<file path="src/rtl/srx_pkg.sv">
package srx_pkg;

    // Receiver sampler phases
    typedef enum logic [2:0] {
        SMP_IDLE,
        SMP_START,
        SMP_DATA,
        SMP_PAR,
        SMP_STOP,
        SMP_WAITHI
    } smp_state_e;

    // Run state of the receiver as a whole
    typedef enum logic [1:0] {
        RUN_OFF,
        RUN_ON,
        RUN_GRACE
    } run_state_e;

    // Sticky error flags, overrun in the least significant bit
    typedef struct packed {
        logic brk;
        logic framing;
        logic parity;
        logic overrun;
    } err_flags_t;

    // Bit times in one frame: start, data, optional parity, stop
    function automatic int unsigned frame_bits(input logic par_en, input int unsigned dw);
        return dw + 2 + (par_en ? 1 : 0);
    endfunction

endpackage

</file>
<file path="src/rtl/srx_sampler.sv">
module srx_sampler
    import srx_pkg::*;
#(
    parameter int unsigned DW   = 8,
    parameter int unsigned OS   = 16,
    parameter int unsigned SYNC = 2
) (
    input  logic          clk,
    input  logic          rst,
    input  logic          en_i,
    input  logic          rx_i,
    input  logic          tick_i,
    input  logic          par_en_i,
    output logic          start_ok_o,
    output logic          byte_vld_o,
    output logic [DW-1:0] byte_o,
    output logic          par_bad_o,
    output logic          framing_o,
    output logic          break_o
);
    localparam int unsigned CW     = $clog2(OS);
    localparam int unsigned BW     = (DW > 1) ? $clog2(DW) : 1;
    localparam int unsigned LOWMAX = OS * (DW + 3);
    localparam int unsigned LW     = $clog2(LOWMAX + 1);
    localparam logic [CW-1:0] MID  = CW'(OS / 2 - 1);
    localparam logic [CW-1:0] LAST = CW'(OS - 1);

    logic [SYNC-1:0] sync_q;
    logic            rx_s;
    smp_state_e      state_q;
    logic [CW-1:0]   cnt_q;
    logic [BW-1:0]   idx_q;
    logic [DW-1:0]   shreg_q;
    logic            par_q;
    logic [LW-1:0]   low_q;
    logic            brk_done_q;
    logic [LW-1:0]   brk_lim;

    // Line synchronizer, idle high
    always_ff @(posedge clk) begin
        if (rst) sync_q <= '1;
        else     sync_q <= {sync_q[SYNC-2:0], rx_i};
    end
    assign rx_s = sync_q[SYNC-1];

    assign brk_lim = LW'(OS * frame_bits(par_en_i, DW));

    always_ff @(posedge clk) begin
        if (rst || !en_i) begin
            state_q    <= SMP_IDLE;
            cnt_q      <= '0;
            idx_q      <= '0;
            shreg_q    <= '0;
            par_q      <= 1'b0;
            low_q      <= '0;
            brk_done_q <= 1'b0;
            start_ok_o <= 1'b0;
            byte_vld_o <= 1'b0;
            byte_o     <= '0;
            par_bad_o  <= 1'b0;
            framing_o  <= 1'b0;
            break_o    <= 1'b0;
        end else begin
            start_ok_o <= 1'b0;
            byte_vld_o <= 1'b0;
            par_bad_o  <= 1'b0;
            framing_o  <= 1'b0;
            break_o    <= 1'b0;
            if (tick_i) begin
                // Length of the current low run on the line
                if (rx_s) begin
                    low_q      <= '0;
                    brk_done_q <= 1'b0;
                end else begin
                    if (low_q != LW'(LOWMAX)) low_q <= low_q + LW'(1);
                    if (!brk_done_q && (low_q + LW'(1) == brk_lim)) begin
                        break_o    <= 1'b1;
                        brk_done_q <= 1'b1;
                    end
                end
                case (state_q)
                    SMP_IDLE: begin
                        if (!rx_s) begin
                            state_q <= SMP_START;
                            cnt_q   <= CW'(1);
                        end
                    end
                    SMP_START: begin
                        if (cnt_q == MID) begin
                            cnt_q <= '0;
                            if (!rx_s) begin
                                state_q    <= SMP_DATA;
                                idx_q      <= '0;
                                start_ok_o <= 1'b1;
                            end else begin
                                state_q <= SMP_IDLE;
                            end
                        end else begin
                            cnt_q <= cnt_q + CW'(1);
                        end
                    end
                    SMP_DATA: begin
                        if (cnt_q == LAST) begin
                            cnt_q   <= '0;
                            shreg_q <= {rx_s, shreg_q[DW-1:1]};
                            if (idx_q == BW'(DW - 1))
                                state_q <= par_en_i ? SMP_PAR : SMP_STOP;
                            else
                                idx_q <= idx_q + BW'(1);
                        end else begin
                            cnt_q <= cnt_q + CW'(1);
                        end
                    end
                    SMP_PAR: begin
                        if (cnt_q == LAST) begin
                            cnt_q   <= '0;
                            par_q   <= rx_s;
                            state_q <= SMP_STOP;
                        end else begin
                            cnt_q <= cnt_q + CW'(1);
                        end
                    end
                    SMP_STOP: begin
                        if (cnt_q == LAST) begin
                            cnt_q <= '0;
                            if (rx_s) begin
                                byte_vld_o <= 1'b1;
                                byte_o     <= shreg_q;
                                par_bad_o  <= par_en_i && ((^shreg_q) != par_q);
                                state_q    <= SMP_IDLE;
                            end else begin
                                framing_o <= 1'b1;
                                state_q   <= SMP_WAITHI;
                            end
                        end else begin
                            cnt_q <= cnt_q + CW'(1);
                        end
                    end
                    SMP_WAITHI: begin
                        if (rx_s) state_q <= SMP_IDLE;
                    end
                    default: state_q <= SMP_IDLE;
                endcase
            end
        end
    end

    // a break only ever follows the framing error of the same low run
    assert_break_after_framing_R9: assert property (@(posedge clk) disable iff (rst)
        break_o |-> state_q == SMP_WAITHI);

    // a framing report and a delivered byte never coincide
    assert_framing_no_byte_R8: assert property (@(posedge clk) disable iff (rst)
        framing_o |-> !byte_vld_o);

endmodule

</file>
<file path="src/rtl/srx_queue.sv">
module srx_queue #(
    parameter int unsigned DW    = 8,
    parameter int unsigned DEPTH = 6,
    parameter int unsigned LVW   = $clog2(DEPTH + 1)
) (
    input  logic           clk,
    input  logic           rst,
    input  logic           push_i,
    input  logic [DW-1:0]  push_data_i,
    input  logic           rd_i,
    output logic [LVW-1:0] level_o,
    output logic           hold_vld_o,
    output logic [DW-1:0]  hold_o,
    output logic           load_o
);
    localparam int unsigned PW = (DEPTH > 1) ? $clog2(DEPTH) : 1;

    logic [DW-1:0]  mem_q [DEPTH];
    logic [PW-1:0]  wr_q, rd_q;
    logic           full, pop, push_ok, overwrite;

    function automatic logic [PW-1:0] ptr_inc(input logic [PW-1:0] p);
        return (p == PW'(DEPTH - 1)) ? '0 : p + PW'(1);
    endfunction

    function automatic logic [PW-1:0] ptr_dec(input logic [PW-1:0] p);
        return (p == '0) ? PW'(DEPTH - 1) : p - PW'(1);
    endfunction

    assign full      = (level_o == LVW'(DEPTH));
    assign pop       = (!hold_vld_o || rd_i) && (level_o != '0);
    assign push_ok   = push_i && (!full || pop);
    assign overwrite = push_i && full && !pop;

    always_ff @(posedge clk) begin
        if (push_ok)        mem_q[wr_q]          <= push_data_i;
        else if (overwrite) mem_q[ptr_dec(wr_q)] <= push_data_i;
    end

    always_ff @(posedge clk) begin
        if (rst) begin
            wr_q       <= '0;
            rd_q       <= '0;
            level_o    <= '0;
            hold_vld_o <= 1'b0;
            hold_o     <= '0;
            load_o     <= 1'b0;
        end else begin
            load_o <= pop;
            if (push_ok) wr_q <= ptr_inc(wr_q);
            level_o <= level_o + LVW'(push_ok) - LVW'(pop);
            if (pop) begin
                hold_o     <= mem_q[rd_q];
                hold_vld_o <= 1'b1;
                rd_q       <= ptr_inc(rd_q);
            end else if (rd_i) begin
                hold_vld_o <= 1'b0;
            end
        end
    end

    // the level never exceeds the queue depth
    assert_no_overflow_R11: assert property (@(posedge clk) disable iff (rst)
        level_o <= LVW'(DEPTH));

    // replacing the newest entry keeps the queue full
    assert_overwrite_full_R11: assert property (@(posedge clk) disable iff (rst)
        overwrite |=> level_o == LVW'(DEPTH));

    // a load always leaves valid data in the holding register
    assert_load_has_data_R3: assert property (@(posedge clk) disable iff (rst)
        load_o |-> hold_vld_o);

endmodule

</file>
<file path="src/rtl/srx_flow.sv">
module srx_flow
    import srx_pkg::*;
#(
    parameter int unsigned DW            = 8,
    parameter int unsigned OS            = 16,
    parameter int unsigned DEPTH         = 6,
    parameter int unsigned GRACE_FRAMES  = 5,
    parameter int unsigned THROTTLE_FREE = 4,
    parameter int unsigned LVW           = $clog2(DEPTH + 1)
) (
    input  logic           clk,
    input  logic           rst,
    input  logic           start_i,
    input  logic           stop_i,
    input  logic           suspend_i,
    input  logic           flow_en_i,
    input  logic           par_en_i,
    input  logic           tick_i,
    input  logic [LVW-1:0] level_i,
    input  logic           hold_vld_i,
    output logic           rx_en_o,
    output logic           rts_n_o,
    output logic           tmo_evt_o
);
    localparam int unsigned TMAX   = GRACE_FRAMES * OS * (DW + 3);
    localparam int unsigned TW     = $clog2(TMAX + 1);
    localparam logic [LVW-1:0] THR = LVW'(DEPTH - THROTTLE_FREE);

    run_state_e     run_q, run_d;
    logic [TW-1:0]  tmr_q, tmr_d, grace_lim;
    logic           thr_q, thr_d, tmo_d;

    assign grace_lim = TW'(GRACE_FRAMES * OS * frame_bits(par_en_i, DW));

    always_comb begin
        run_d = run_q;
        tmr_d = tmr_q;
        tmo_d = 1'b0;
        if (start_i) begin
            run_d = RUN_ON;
            tmr_d = '0;
        end else if ((stop_i || suspend_i) && run_q == RUN_ON) begin
            run_d = RUN_GRACE;
            tmr_d = '0;
        end else if (run_q == RUN_GRACE && tick_i) begin
            if (tmr_q + TW'(1) >= grace_lim) begin
                run_d = RUN_OFF;
                tmo_d = 1'b1;
            end else begin
                tmr_d = tmr_q + TW'(1);
            end
        end
        // Throttle sets at the level mark and clears only when fully drained
        if (level_i >= THR)                      thr_d = 1'b1;
        else if (level_i == '0 && !hold_vld_i)   thr_d = 1'b0;
        else                                     thr_d = thr_q;
    end

    always_ff @(posedge clk) begin
        if (rst) begin
            run_q     <= RUN_OFF;
            tmr_q     <= '0;
            thr_q     <= 1'b0;
            tmo_evt_o <= 1'b0;
            rts_n_o   <= flow_en_i;
        end else begin
            run_q     <= run_d;
            tmr_q     <= tmr_d;
            thr_q     <= thr_d;
            tmo_evt_o <= tmo_d;
            rts_n_o   <= flow_en_i && (run_d != RUN_ON || thr_d);
        end
    end

    assign rx_en_o = (run_q != RUN_OFF);

    // without flow control the request-to-send pin stays granted
    assert_rts_granted_no_flow_R6: assert property (@(posedge clk) disable iff (rst)
        !flow_en_i |=> !rts_n_o);

    // a timeout only ends a grace window
    assert_tmo_ends_grace_R7: assert property (@(posedge clk) disable iff (rst)
        tmo_evt_o |-> (run_q == RUN_OFF));

    // the timeout is a single-cycle pulse
    assert_tmo_single_R7: assert property (@(posedge clk) disable iff (rst)
        tmo_evt_o |=> !tmo_evt_o);

    // the throttle releases only once storage was empty
    assert_release_drained_R5: assert property (@(posedge clk) disable iff (rst)
        $fell(thr_q) |-> $past(level_i == '0 && !hold_vld_i));

endmodule

</file>
<file path="src/rtl/serial_rx_flow.sv">
module serial_rx_flow
    import srx_pkg::*;
#(
    parameter int unsigned DW            = 8,
    parameter int unsigned OS            = 16,
    parameter int unsigned DEPTH         = 6,
    parameter int unsigned GRACE_FRAMES  = 5,
    parameter int unsigned THROTTLE_FREE = 4
) (
    input  logic          clk,
    input  logic          rst,
    input  logic          start_rx_i,
    input  logic          stop_rx_i,
    input  logic          suspend_i,
    input  logic          rx_i,
    input  logic          os_tick_i,
    input  logic          rd_i,
    input  logic          parity_en_i,
    input  logic          flow_en_i,
    output logic [DW-1:0] hold_data_o,
    output logic          rdy_evt_o,
    output logic          rts_n_o,
    output logic          tmo_evt_o,
    output logic          err_evt_o,
    output logic [3:0]    err_flags_o
);
    localparam int unsigned LVW = $clog2(DEPTH + 1);

    logic           rx_en;
    logic           start_ok, byte_vld, par_bad, framing, brk;
    logic [DW-1:0]  rx_byte;
    logic [LVW-1:0] level;
    logic           hold_vld;
    logic           store_full;
    err_flags_t     set_v, flags_q;

    srx_sampler #(.DW(DW), .OS(OS), .SYNC(2)) i_sampler (
        .clk        (clk),
        .rst        (rst),
        .en_i       (rx_en),
        .rx_i       (rx_i),
        .tick_i     (os_tick_i),
        .par_en_i   (parity_en_i),
        .start_ok_o (start_ok),
        .byte_vld_o (byte_vld),
        .byte_o     (rx_byte),
        .par_bad_o  (par_bad),
        .framing_o  (framing),
        .break_o    (brk)
    );

    srx_queue #(.DW(DW), .DEPTH(DEPTH), .LVW(LVW)) i_queue (
        .clk         (clk),
        .rst         (rst),
        .push_i      (byte_vld),
        .push_data_i (rx_byte),
        .rd_i        (rd_i),
        .level_o     (level),
        .hold_vld_o  (hold_vld),
        .hold_o      (hold_data_o),
        .load_o      (rdy_evt_o)
    );

    srx_flow #(
        .DW(DW), .OS(OS), .DEPTH(DEPTH), .GRACE_FRAMES(GRACE_FRAMES),
        .THROTTLE_FREE(THROTTLE_FREE), .LVW(LVW)
    ) i_flow (
        .clk        (clk),
        .rst        (rst),
        .start_i    (start_rx_i),
        .stop_i     (stop_rx_i),
        .suspend_i  (suspend_i),
        .flow_en_i  (flow_en_i),
        .par_en_i   (parity_en_i),
        .tick_i     (os_tick_i),
        .level_i    (level),
        .hold_vld_i (hold_vld),
        .rx_en_o    (rx_en),
        .rts_n_o    (rts_n_o),
        .tmo_evt_o  (tmo_evt_o)
    );

    assign store_full = hold_vld && (level == LVW'(DEPTH));

    always_comb begin
        set_v.overrun = start_ok && store_full;
        set_v.parity  = byte_vld && par_bad;
        set_v.framing = framing;
        set_v.brk     = brk;
    end

    always_ff @(posedge clk) begin
        if (rst) begin
            flags_q   <= '0;
            err_evt_o <= 1'b0;
        end else begin
            err_evt_o <= |set_v;
            if (start_rx_i) flags_q <= set_v;
            else            flags_q <= flags_q | set_v;
        end
    end

    assign err_flags_o = flags_q;

    // overrun is only ever raised with storage full
    assert_overrun_when_full_R11: assert property (@(posedge clk) disable iff (rst)
        $rose(flags_q.overrun) |-> $past(store_full));

    // every newly raised flag comes with an error event
    assert_flag_has_event_R12: assert property (@(posedge clk) disable iff (rst)
        (flags_q & ~$past(flags_q)) != '0 |-> err_evt_o);

endmodule

</file>
<file path="config.mk">
export PLATFORM = sky130hd
export DESIGN_NAME = serial_rx_flow
export DESIGN_NICKNAME = d
export VERILOG_FILES = /design/src/rtl/srx_pkg.sv /design/src/rtl/srx_sampler.sv /design/src/rtl/srx_queue.sv /design/src/rtl/srx_flow.sv /design/src/rtl/serial_rx_flow.sv
export SDC_FILE = /design/constraint.sdc
export NUM_CORES = 1
export LEC_CHECK = 0
export BUFFER_PORTS_ARGS = -buffer_cell sky130_fd_sc_hd__buf_2
export CAP_MARGIN = 20
export CORE_UTILIZATION = 55
export DETAILED_ROUTE_END_ITERATION = 7
export GPL_TIMING_DRIVEN = 0
export PLACE_DENSITY = 0.84
export SLEW_MARGIN = 20
export SYNTH_ARGS = -nofsm -noshare
export SYNTH_HDL_FRONTEND = slang
export SYNTH_HIERARCHICAL = 1
export SYNTH_SLANG_ARGS = --single-unit
</file>
<file path="constraint.sdc">
create_clock -name clk -period 2.6 [get_ports clk]
set_input_delay 0.52 -clock clk [delete_from_list [all_inputs] [get_ports clk]]
set_output_delay 0.52 -clock clk [all_outputs]
set_load 0.01 [all_outputs]
</file>
# Word level (Yosys, flattened, before mapping)
# Memory sizes are Yosys's and may differ from the RTL's. A register that Yosys moved wholly into a read port is not among the register bits.
# Cells that the tools add are included.
# totals
regBits	74
mem_bits_rw	48
input_bits	10
output_inout_bits	16
wordCells	180
n_memories	1
# memory_table
name	words	word_bits	rd	rd_ports_with_merged_regs	write_ports	line_no	rtl
i_queue.mem_q	6	8	1	1	1	srx_queue.sv:18	logic [DW-1:0] mem_q [DEPTH];
# op_classes
add_sub_neg	10
n_mul	1
magnitude_cmp	2
n_eq_ne	26
muxes	50
bitwise_logic	9
n_reduce_logical	52
# op_table
op	n
2-to-1 mux 3 bit	17
adder 4 x 32 -> 32 bit, first input constant	1
multiplier 3 x 32 -> 6 bit, first input constant	1
2-to-1 mux 8 bit	3
equality test 3 bit, second input constant	6
2-to-1 mux 1 bit	18
one-hot mux 3 bit (6 select lines)	1
2-to-1 mux 4 bit	4
OR reduction 4 bit	4
!= test 2 x 1 -> 1 bit, second input constant	7
logical AND 1 bit	13
one-hot mux 4 bit (3 select lines)	1
adder 10 x 1 -> 10 bit, second input constant	1
greater-or-equal comparator 10 bit	1
2-to-1 mux 2 bit	5
nonzero test 2 bit	5
adder 3 x 1 -> 3 bit, second input constant	3
logical NOT 3 bit	3
AND reduction 3 bit	3
OR reduction 3 bit	3
adder 8 x 1 -> 8 bit, second input constant	1
equality test 8 bit	1
!= test 8 bit, second input constant	1
NOT 1 bit	8
other kinds (25)	39

# Depth between registers and ports, before layout
# Gate-level depths: netlist of run 1.
# depth
ltp_word	12
mapped_depth	13
depth_no_buf	11

# Cells and area by module
# Netlist of run 1, hierarchy kept.
# by_module_without_submodules
mod	instances	cells_each	area_per_inst_um2	seq_area_each_um2
srx_queue	1	208	2758.9	1821.7
srx_sampler	1	262	2182.1	860.8
srx_flow	1	112	935.9	300.3
serial_rx_flow	1	20	193.9	100.1

# Least setup slack after synthesis of run 1
# No wires, ideal clock.
# synth_timing
path_type	reg2reg
startpoint	register i_flow.tmr_q[0]
endpoint	register i_flow.tmr_q[5]
setup_ps	76
t_arrival_ps	2403
required_time_ps	2524
slack_ps	121
path_stages_with_launch	14
n_path_buf	2
synth_period_minus_slack_ps	2479
cell_sequence	dfxtp_1 -> ha_1 -> and2_1 -> nand2_1 -> xor2_1 -> ha_1 -> nand2_1 -> a211oi_1 -> o221ai_1 -> a22oi_2 -> buf_6 -> buf_4 -> o31ai_1 -> a21oi_1
# synth_via
elab_chain_len	4
# synth_lines
item	line_no	rtl
from (decl)	srx_flow.sv:30	logic [TW-1:0] tmr_q, tmr_d, grace_lim;
from (signal assigned)	srx_flow.sv:68	tmr_q <= tmr_d;
adder 10 x 1 -> 10 bit (*)	srx_flow.sv:46, srx_flow.sv:50	
greater-or-equal comparator 10 bit	srx_flow.sv:46	if (tmr_q + TW'(1) >= grace_lim) begin
NOT 1 bit (no source line)	-	
AND reduction 2 bit (no source line)	-	
# Mark *: on every way between the ends. The rest lies on a longest branch, timed or not.
# A chain may end at the register's enable or synchronous reset.

# Worst setup path in the final report of run 1
# layout_timing
startpoint	register i_flow.tmr_q[1]
endpoint	register i_flow.tmr_q[2]
# Same word-level chain as after synthesis.

==> metrics.txt, run 1 <==
number of port buffers=25; CP top delay family=simple AND/OR/NAND/NOR gates; pre-CTS setup slack=-283 ps; Primary FF master, synth=dfxtp_1; post-route ant nets=0; worst vdd ir=0.609 mV; Mapped Cells=602; Sink Count=130; register bit total from synthesis=130; TritonCTS clock tree=built; reg2reg start=i_flow/tmr_q[1]; Die Area=11500 um2; syn_nets=626; pin count of the biggest net entering global routing=17; Die W=107 um; kind of critical path=flip-flop to flip-flop; final worst-path cycle share=0.981; Slew Limit Fails=0; P_leak=2.57 nW; fin crit period=2550 ps; Commonest cells post-synth=dfxtp_1 (82), nand2_1 (61), a21oi_1 (53); Area Growth Syn to Fin=16.4%; n_diodes=0; Post-Syn Area per Cell=10.1 um2; Worst Hold Launch=flow_en_i; DP HPWL=8410 um; cells along the critical path=ha_4 -> and2_4 -> nand2_2 -> xor2_1 -> ha_1 -> nand2_1 -> a211oi_2 -> o221ai_2 -> a22oi_2 -> buf_6 -> buf_4 -> or3_1 -> a21oi_1; Slew @ Worst Pin=809 ps; synthesized area=6070 um2; top-count cell post-synth=dfxtp_1; startpoint type of the worst setup path=flip-flop; final WL=12900 um; Slew headroom=0.457; max-cap viol count=0; gr usage total=0.234; number of synthesized flops with an enable pin=48; Die Height=107 um; initial antenna violation count=0; # nets final=676; Pwr Density=760 nW/um2; dominant cell type by area after synthesis=dfxtp_1; vias in the first global route=4475; Post-synth ARST share=0; Setup TNS Final=0 ps; Hold Violations, Final=0; drt drc=0; area share of the largest cell type after synthesis=0.270; synth unique cells=77; Worst Path Buf+Inv=2; worst hold path type=input port to flip-flop; DR WL/cell=16.1 um; root buffer cell=clkbuf_8; Core ar.=10500 um2; Worst Path Max Fanout=7; clk slew on worst S/H paths=70 ps; DRT Pass-1 Iters=6; Setup Viol. Count Final=0; Top Ports=26; CTS buffer count=17; Skew-Pair Late Insertion Delay=520 ps; final worst slack=49.1 ps; routed vias=4790; Worst setup EP type=flip-flop; synth top area cells=dfxtp_1 (27%), edfxtp_1 (24%), mux2i_1 (5.9%), a21oi_1 (4.4%), nand2_1 (3.8%); required time worst endpoint=3060 ps; # hold bufs at CTS=0; layout cell share with drive strength beyond 1=0.164; first-pass GRT wire length=20700 um; Clock Path Buffers=2; Peak Freq=0.392 GHz; status=complete, no violations; Initial Utilization=0.578; CP peak stage delay=400 ps; sequential fraction of the synthesis area=0.508; Clock Skews=8.22 ps; GP Congestion=0.832; CP arrival=3010 ps; Filler cells=736; Crit-path slowest cell=dfxtp_4; post-detailed-route via-to-cell ratio=5.98; Rows=37; Synth Warn #=6; GR Overflow Total=0; depth of the CTS H-tree=4; Worst Setup SP=i_flow/tmr_q[1]; DR iter-0 viols=332
[through the flow]
stage                     instance area (um2)   util  power, W  hold slack, ps  std cells
after floorplan                          6070      -   0.00293             389        602
after global placement                   6370  0.606   0.00312             406        763
after detailed placement                 6370  0.607   0.00317             406        763
after CTS                                6980  0.664   0.00538             168        797
after global routing                     7070  0.672   0.00561             175        801
final                                    7070  0.672   0.00537             189        801
[flip-flops by register name (all words and copies together) (netlist names), 2 cells and up]
signal	flops
i_sampler/sync_q	2
i_sampler/byte_o	8
i_sampler/idx_q	3
i_sampler/state_q	3
err_flags_o	4
i_sampler/shreg_q	8
i_sampler/cnt_q	4
i_flow/run_q	2
i_queue/level_o	3
i_queue/rd_q	3
i_queue/mem_q	48
i_flow/tmr_q	10
i_sampler/low_q	8
i_queue/hold_o	8
i_queue/wr_q	3
[layout by cell type (no fill, tap or decap), types with 3 or more instances in the layout]
master	n
a21oi_1	53
a22oi_1	8
and3_1	4
buf_2	31
buf_4	7
buf_6	5
clkbuf_1	17
clkbuf_16	17
clkinvlp_4	3
dfxtp_1	78
edfxtp_1	48
ha_1	12
inv_1	19
inv_6	7
inv_8	4
mux2i_1	36
nand2_1	60
nand2b_1	14
nand3_1	15
nand3b_1	3
nand4_1	8
nor2_1	44
nor2b_1	8
nor3_1	14
nor4_1	3
o211ai_1	3
o21ai_0	17
o21ai_1	5
o22ai_1	3
o31ai_1	6
or2_2	3
or3_1	13
or4_1	5
xnor2_1	15
xor2_1	5
[worst paths after layout]
path | to | slack, ps | depth (start not counted)
max | i_flow/tmr_q[2] | 50 | 13
max reg2reg | i_flow/tmr_q[2] | 50 | 13
min reg2reg | i_sampler/sync_q[1] | 410 | 1
min | i_flow/rts_n_o | 190 | 2
[timing repair]
action                                  in CTS  in global routing
setup buffers                                1                  3
pin swaps                                    2                  6
gates cloned                                 1                  1
endpoints found under the setup margin      28                 34
gates resized for setup                     11                  9
[worst reg2reg max path: cells and delay by family (launching register included)]
family	cells	cell delay, ps
and+or+nand+nor	4	650
AOI/OAI and AO/OA	4	560
adders and majority gates	2	440
DFF	1	400
buffers and inverters	2	290
xor gates and xnor gates	1	150
[cell families after synthesis]
family                     Yosys count  share of synthesized area
muxes                               37                     0.0612
and+or+nand+nor                    223                      0.197
AOI/OAI and AO/OA                  126                      0.133
DFF                                130                      0.508
adders and majority gates           14                     0.0301
buffers and inverters               52                     0.0418
xor gates and xnor gates            20                     0.0289
[cell type report]
type,count,area [um2],area share
tap,136,170,0.0241
timing repair buffer,31,185,0.0262
clock inverter,15,138,0.0195
buffer,32,186,0.0264
inverter,20,75.1,0.0106
clock buffer,17,414,0.0586
multi-input combinational,420,2810,0.397
sequential,130,3090,0.438
[where the power goes]
part           internal, W  leakage (nW)  total (W)  switching (W)
sequential         0.00221          1.23    0.00230      0.0000893
clock              0.00122         0.265    0.00221       0.000996
combinational     0.000350          1.08   0.000853       0.000502
total              0.00378          2.57    0.00537        0.00159
[routing by layer]
layer | share of wire | global-route usage | up-vias
li1 | - | - | 2298
met1 | 0.42 | 0.282 | 2281
met2 | 0.49 | 0.398 | 180
met3 | 0.066 | 0.0584 | 31
met4 | 0.019 | 0.0939 | 0
met5 | 0 | 0 | -
(Power assumes the default switching activity.)
==> inputs of run 2 (changes only) <==
PLACE_DENSITY = 0.86   (was 0.84)
TNS_END_PERCENT = 30   (was not set)
==> run 2 against run 1 <==
- clock skew shrank 1.8 ps
- design area grew 0.12%
- highest routed layer unchanged
- global-route usage grew 0.98 points
- non-clock buffer count shrank 3
==> metrics.txt, run 2 (synthesis gave the netlist of run 1 again) <==
status=complete, no violations; RSZ-0062 raised after global routing=yes; Slew Limit Fails=0 (unchanged); Initial Utilization=0.578 (unchanged); DR WL/cell=16.8 um (+4.6%); Top Ports=26 (unchanged); Slew @ Worst Pin=765 ps (-43.8 ps); routed vias=4811 (+0.44%); final worst-path cycle share=0.962 (-0.0190); Worst Path Max Fanout=9 (+2); design area=7080 um2 (+0.12%); placed inst area=6370 um2 (unchanged); Pwr Density=798 nW/um2 (+5.1%); Peak Freq=0.400 GHz (+2.0%); fin crit period=2500 ps (-49.4 ps); worst hold path type=input port to flip-flop; number of port buffers=25 (unchanged); CP top delay family=simple AND/OR/NAND/NOR gates; Die W=107 um (unchanged); Skew-Pair Late Insertion Delay=520 ps (about the same); Worst setup EP type=flip-flop; required time worst endpoint=2960 ps (-100 ps); largest reg by FF count=i_queue/mem_q; post-route ant nets=0 (unchanged); drt drc=0 (unchanged); worst vdd ir=0.671 mV (+10%); depth of the CTS H-tree=4 (unchanged); Setup TNS Final=0 ps (unchanged); max reg flops=48 (unchanged); GP Congestion=0.895 (+7.6%); kind of critical path=flip-flop to flip-flop; GR Overflow Total=0 (unchanged); gr usage total=0.244 (+0.00984); commonest cells after routing, fill and taps aside=dfxtp_1 (79), nand2_1 (61), a21oi_1 (53); Sink Count=130 (unchanged); CP arrival=2860 ps (-150 ps); Clock Skews=6.47 ps (-1.75 ps); pin count of the biggest net entering global routing=17 (unchanged); Worst Setup SP=i_sampler/low_q[0]; initial antenna violation count=0 (unchanged); DRT Pass-1 Iters=6 (unchanged); max-cap viol count=0 (unchanged); biggest regs=i_queue/mem_q (48), i_flow/tmr_q (10); Crit-path slowest cell=dfxtp_1; Worst Hold Launch=rx_i; P_leak=2.54 nW (-1.3%); CTS buffer count=17 (unchanged); first-pass GRT wire length=21800 um (+5.1%); post-detailed-route via-to-cell ratio=6.03 (+0.82%); Core ar.=10500 um2 (unchanged); Setup Viol. Count Final=0 (unchanged); pre-CTS setup slack=-240 ps (+42.9 ps); layout cell share with drive strength beyond 1=0.154 (-0.00983); cells along the critical path=ha_1 -> nand3_4 -> xnor2_1 -> or3b_1 -> a2111o_1 -> nor4_1; Die Area=11500 um2 (unchanged); startpoint type of the worst setup path=flip-flop; reg2reg start=i_sampler/low_q[0]; most common cell after layout, fill and taps aside=dfxtp_1; clk slew on worst S/H paths=60 ps (about the same); n_diodes=0 (unchanged); fin util=0.673 (+0.000833); vias in the first global route=4628 (+3.4%); Worst Path Buf+Inv=0 (-2); # nets final=673 (-0.44%); Slew headroom=0.489 (+0.0320); Area Growth Syn to Fin=16.5%; CP peak stage delay=480 ps (+80 ps); DR iter-0 viols=449 (+35%); Hold Violations, Final=0 (unchanged); Register Area=3090 um2 (about the same); TritonCTS clock tree=built; root buffer cell=clkbuf_8; Clock Path Buffers=2 (unchanged); final worst slack=98.5 ps (+49.4 ps); DP HPWL=8250 um (-2.0%); Die Height=107 um (unchanged); Multi-input gate area=2790 um2 (-0.49%); Rows=37 (unchanged); Filler cells=728 (-1.1%); final WL=13400 um (+4.2%)
==> run 2: layout make-up <==
| type | count | area share |
|---|---|---|
| plain buffers | 32 | 0.0258 |
| clock buffers | 19 | 0.0596 |
| clock inverters | 13 | 0.0279 |
| inverters | 20 | 0.0106 |
| multi-input cells | 420 | 0.395 |
| flip-flops and latches | 130 | 0.437 |
| well taps | 136 | 0.0240 |
| repair buffers | 28 | 0.0205 |
==> run 2: final timing paths <==
| check | to | slack, ps | depth (start not counted) |
|---|---|---|---|
| setup / recovery | i_sampler/break_o | 100 | 6 |
| hold / removal | i_sampler/sync_q[0] | 200 | 2 |
| setup reg to reg | i_sampler/break_o | 100 | 6 |
| hold reg to reg | i_sampler/sync_q[1] | 430 | 1 |
==> run 2: power by group <==
part           switching (W)  total, W  internal (W)
combinational       0.000498  0.000853      0.000355
sequential         0.0000899   0.00230       0.00221
clock               0.000915   0.00249       0.00158
total                0.00150   0.00565       0.00414
==> run 2: per-layer routing <==
| layer | vias up | share of wire | global-route usage |
|---|---|---|---|
| met5 | - | 0 | 0 |
| met4 | 0 | 0.027 | 0.116 |
| met3 | 35 | 0.057 | 0.0474 |
| met2 | 178 | 0.51 | 0.431 |
| met1 | 2304 | 0.41 | 0.282 |
| li1 | 2294 | - | - |
==> run 2: repair_timing <==
action,CTS,global route
pin swaps,1,3
resized for setup,10,6
buffers inserted,0,2
hold buffers,0,0
cloned,0,1
setup endpoints to repair,29,12
hold endpoints to repair,0,0
==> run 2: through the flow <==
stage          hold WS [ps]  cells  total power (W)
2_1_floorplan           389    602          0.00293
3_3_place_gp            408    763          0.00312
3_5_place_dp            411    763          0.00316
4_1_cts                 173    795          0.00566
5_1_grt                 196    798          0.00589
6_report                196    798          0.00565
==> inputs of run 3 (changes only) <==
--- a/config.mk
+++ b/config.mk
@@ -9,6 +9,6 @@
 export CAP_MARGIN = 20
-export CORE_UTILIZATION = 55
+export CORE_UTILIZATION = 65
 export DETAILED_ROUTE_END_ITERATION = 7
 export GPL_TIMING_DRIVEN = 0
-export PLACE_DENSITY = 0.86
+export PLACE_DENSITY = 0.94
 export SLEW_MARGIN = 20
==> constraint.sdc (replaced) <==
create_clock -name clk -period 3.15 [get_ports clk]
set_input_delay 0.63 -clock clk [delete_from_list [all_inputs] [get_ports clk]]
set_output_delay 0.63 -clock clk [all_outputs]
set_load 0.1 [all_outputs]
==> run 3 against run 2 <==
- first-iteration DRC count fell by 21%
- register-to-register slack improved by 90 ps
- critical endpoint is now i_flow/tmr_q[7]
- via count rose by 1.9%
- worst hold slack improved by 100 ps
- combinational power rose by 28%
==> metrics.txt, run 3 (synthesis gave the netlist of run 1 again) <==
pre-CTS setup slack=226 ps (+466 ps); fin util=0.779 (+0.106); DRT Pass-1 Iters=8 (+2); post-detailed-route via-to-cell ratio=6.39 (+6.1%); Slew headroom=0.271 (-0.218); status=complete, no violations; Top Ports=26 (unchanged); Pwr Density=705 nW/um2 (-12%); design area=6930 um2 (-2.1%); P_leak=2.50 nW (-1.5%); GP Congestion=0.874 (-2.3%); Worst Path Max Fanout=10 (+1); # nets final=670 (-0.45%); largest reg by FF count=i_queue/mem_q; Clock Skews=9.48 ps (+3.01 ps); biggest regs=i_queue/mem_q (48), i_flow/tmr_q (10); postcts setup bufs=0 (unchanged); Clock Path Buffers=2 (unchanged); Slew Limit Fails=0 (unchanged); cells along the critical path=ha_1 -> and2_1 -> nand2_1 -> xor2_1 -> ha_1 -> nand2_1 -> a211oi_1 -> o221ai_1 -> a22oi_2 -> buf_6 -> buf_4 -> o31ai_1 -> a21oi_1; Slew @ Worst Pin=1090 ps (+326 ps); Core ar.=8890 um2 (-15%); max reg flops=48 (unchanged); # hold bufs at CTS=0 (unchanged); commonest cells after routing, fill and taps aside=dfxtp_1 (80), nand2_1 (61), a21oi_1 (53); clk slew on worst S/H paths=60 ps (about the same); fin crit period=2960 ps (+462 ps); GR Overflow Total=0 (unchanged); CP top delay family=compound AO/OA/AOI/OAI gates; Sink Count=130 (unchanged); routed vias=4904 (+1.9%); RSZ-0062 raised after global routing=no; Die W=98.6 um (-7.9%); final worst-path cycle share=0.941 (-0.0213); worst vdd ir=0.433 mV (-35%); depth of the CTS H-tree=4 (unchanged); final worst slack=186 ps (+88.0 ps); worst hold path type=input port to flip-flop; TritonCTS clock tree=built; placed inst area=6340 um2 (-0.55%); DR iter-0 viols=355 (-21%); initial antenna violation count=0 (unchanged); CP peak stage delay=390 ps (-90 ps); most common cell after layout, fill and taps aside=dfxtp_1; gr usage total=0.312 (+0.0681); Worst Path Buf+Inv=2 (+2); Area Growth Syn to Fin=14.1%; root buffer cell=clkbuf_8; Hold Violations, Final=0 (unchanged); kind of critical path=flip-flop to flip-flop; max-cap viol count=0 (unchanged); Die Height=98.6 um (-7.9%); Peak Freq=0.337 GHz (-16%); first-pass GRT wire length=23600 um (+8.4%); layout cell share with drive strength beyond 1=0.143 (-0.0114); post-route ant nets=0 (unchanged); DR WL/cell=18.6 um (+11%); n_diodes=0 (unchanged); Filler cells=550 (-24%); Setup Viol. Count Final=0 (unchanged); Rows=34 (-8.1%); required time worst endpoint=3590 ps (+630 ps); vias in the first global route=4832 (+4.4%); CTS buffer count=17 (unchanged); final WL=14300 um (+6.7%); Skew-Pair Late Insertion Delay=520 ps (about the same); drt drc=0 (unchanged); Setup TNS Final=0 ps (unchanged); CP arrival=3400 ps (+540 ps); DP HPWL=8960 um (+8.7%); startpoint type of the worst setup path=flip-flop; Initial Utilization=0.683 (+0.105); Worst setup EP type=flip-flop; Crit-path slowest cell=dfxtp_2; Die Area=9730 um2 (-15%); pin count of the biggest net entering global routing=17 (unchanged); number of port buffers=25 (unchanged)
## run 3: cell count changes in the layout (fill, tap and decap cells not counted), moves of 2 or more
| cell | delta |
|---|---|
| bufinv_16 | -4 |
| clkbuf_16 | +3 |
| clkinv_2 | +2 |
| clkinv_4 | -2 |
| dfxtp_4 | -2 |
## run 3: worst paths after layout
check / from / end / slack, ps / cells after the start
worst min register to register: i_sampler/sync_q[0] / i_sampler/sync_q[1] / 430 / 1
worst max register to register: i_flow/tmr_q[0] / i_flow/tmr_q[7] / 190 / 13
worst max-delay path: i_flow/tmr_q[0] / i_flow/tmr_q[7] / 190 / 13
worst min-delay path: rx_i / i_sampler/sync_q[0] / 300 / 2
## run 3: through the flow
step | std cells | hold slack, ps | power, W
3_3_place_gp | 735 | 416 | 0.00295
6_report | 767 | 297 | 0.00488
5_1_grt | 767 | 299 | 0.00506
4_1_cts | 767 | 285 | 0.00489
2_1_floorplan | 602 | 389 | 0.00280
3_5_place_dp | 735 | 416 | 0.00300
## run 3: repair_timing
action                                 in CTS  in global routing
setup endpoints to repair                   0                  8
endpoints found under the hold margin       0                  0
gates resized for setup                     0                  2
## run 3: area by class of cell
type	count	area [um2]	area share
inverters	20	75.1	0.0108
clock inverters	11	86.3	0.0125
multi-input cells	420	2750	0.397
repair buffers	25	125	0.0181
clock buffers	21	493	0.0712
plain buffers	32	179	0.0258
flip-flops and latches	130	3090	0.446
well taps	108	135	0.0195
## run 3: layer usage
| layer | wire length, um | vias up | GRT usage |
|---|---|---|---|
| li1 | - | 2285 | - |
| met1 | 5540 | 2338 | 0.362 |
| met2 | 7420 | 234 | 0.558 |
| met3 | 896 | 47 | 0.0638 |
| met4 | 448 | 0 | 0.138 |
| met5 | 0 | - | 0 |
## run 3: power breakdown
| group | total [W] | internal, W | switching (W) |
|---|---|---|---|
| Sequential | 0.00190 | 0.00183 | 0.0000776 |
| Clock | 0.00188 | 0.00112 | 0.000762 |
| Combinational | 0.00109 | 0.000284 | 0.000810 |
## run 3: worst reg2reg max path, delay by kind of cell (launching register included)
| family | cells | cell delay, ps |
|---|---|---|
| flip-flops | 1 | 390 |
| XOR/XNOR | 1 | 160 |
| AO/OA/AOI/OAI | 5 | 1000 |
| buffers and inverters | 2 | 350 |
| AND/OR/NAND/NOR | 3 | 450 |
| adder cells (fa/ha/maj) | 2 | 540 |
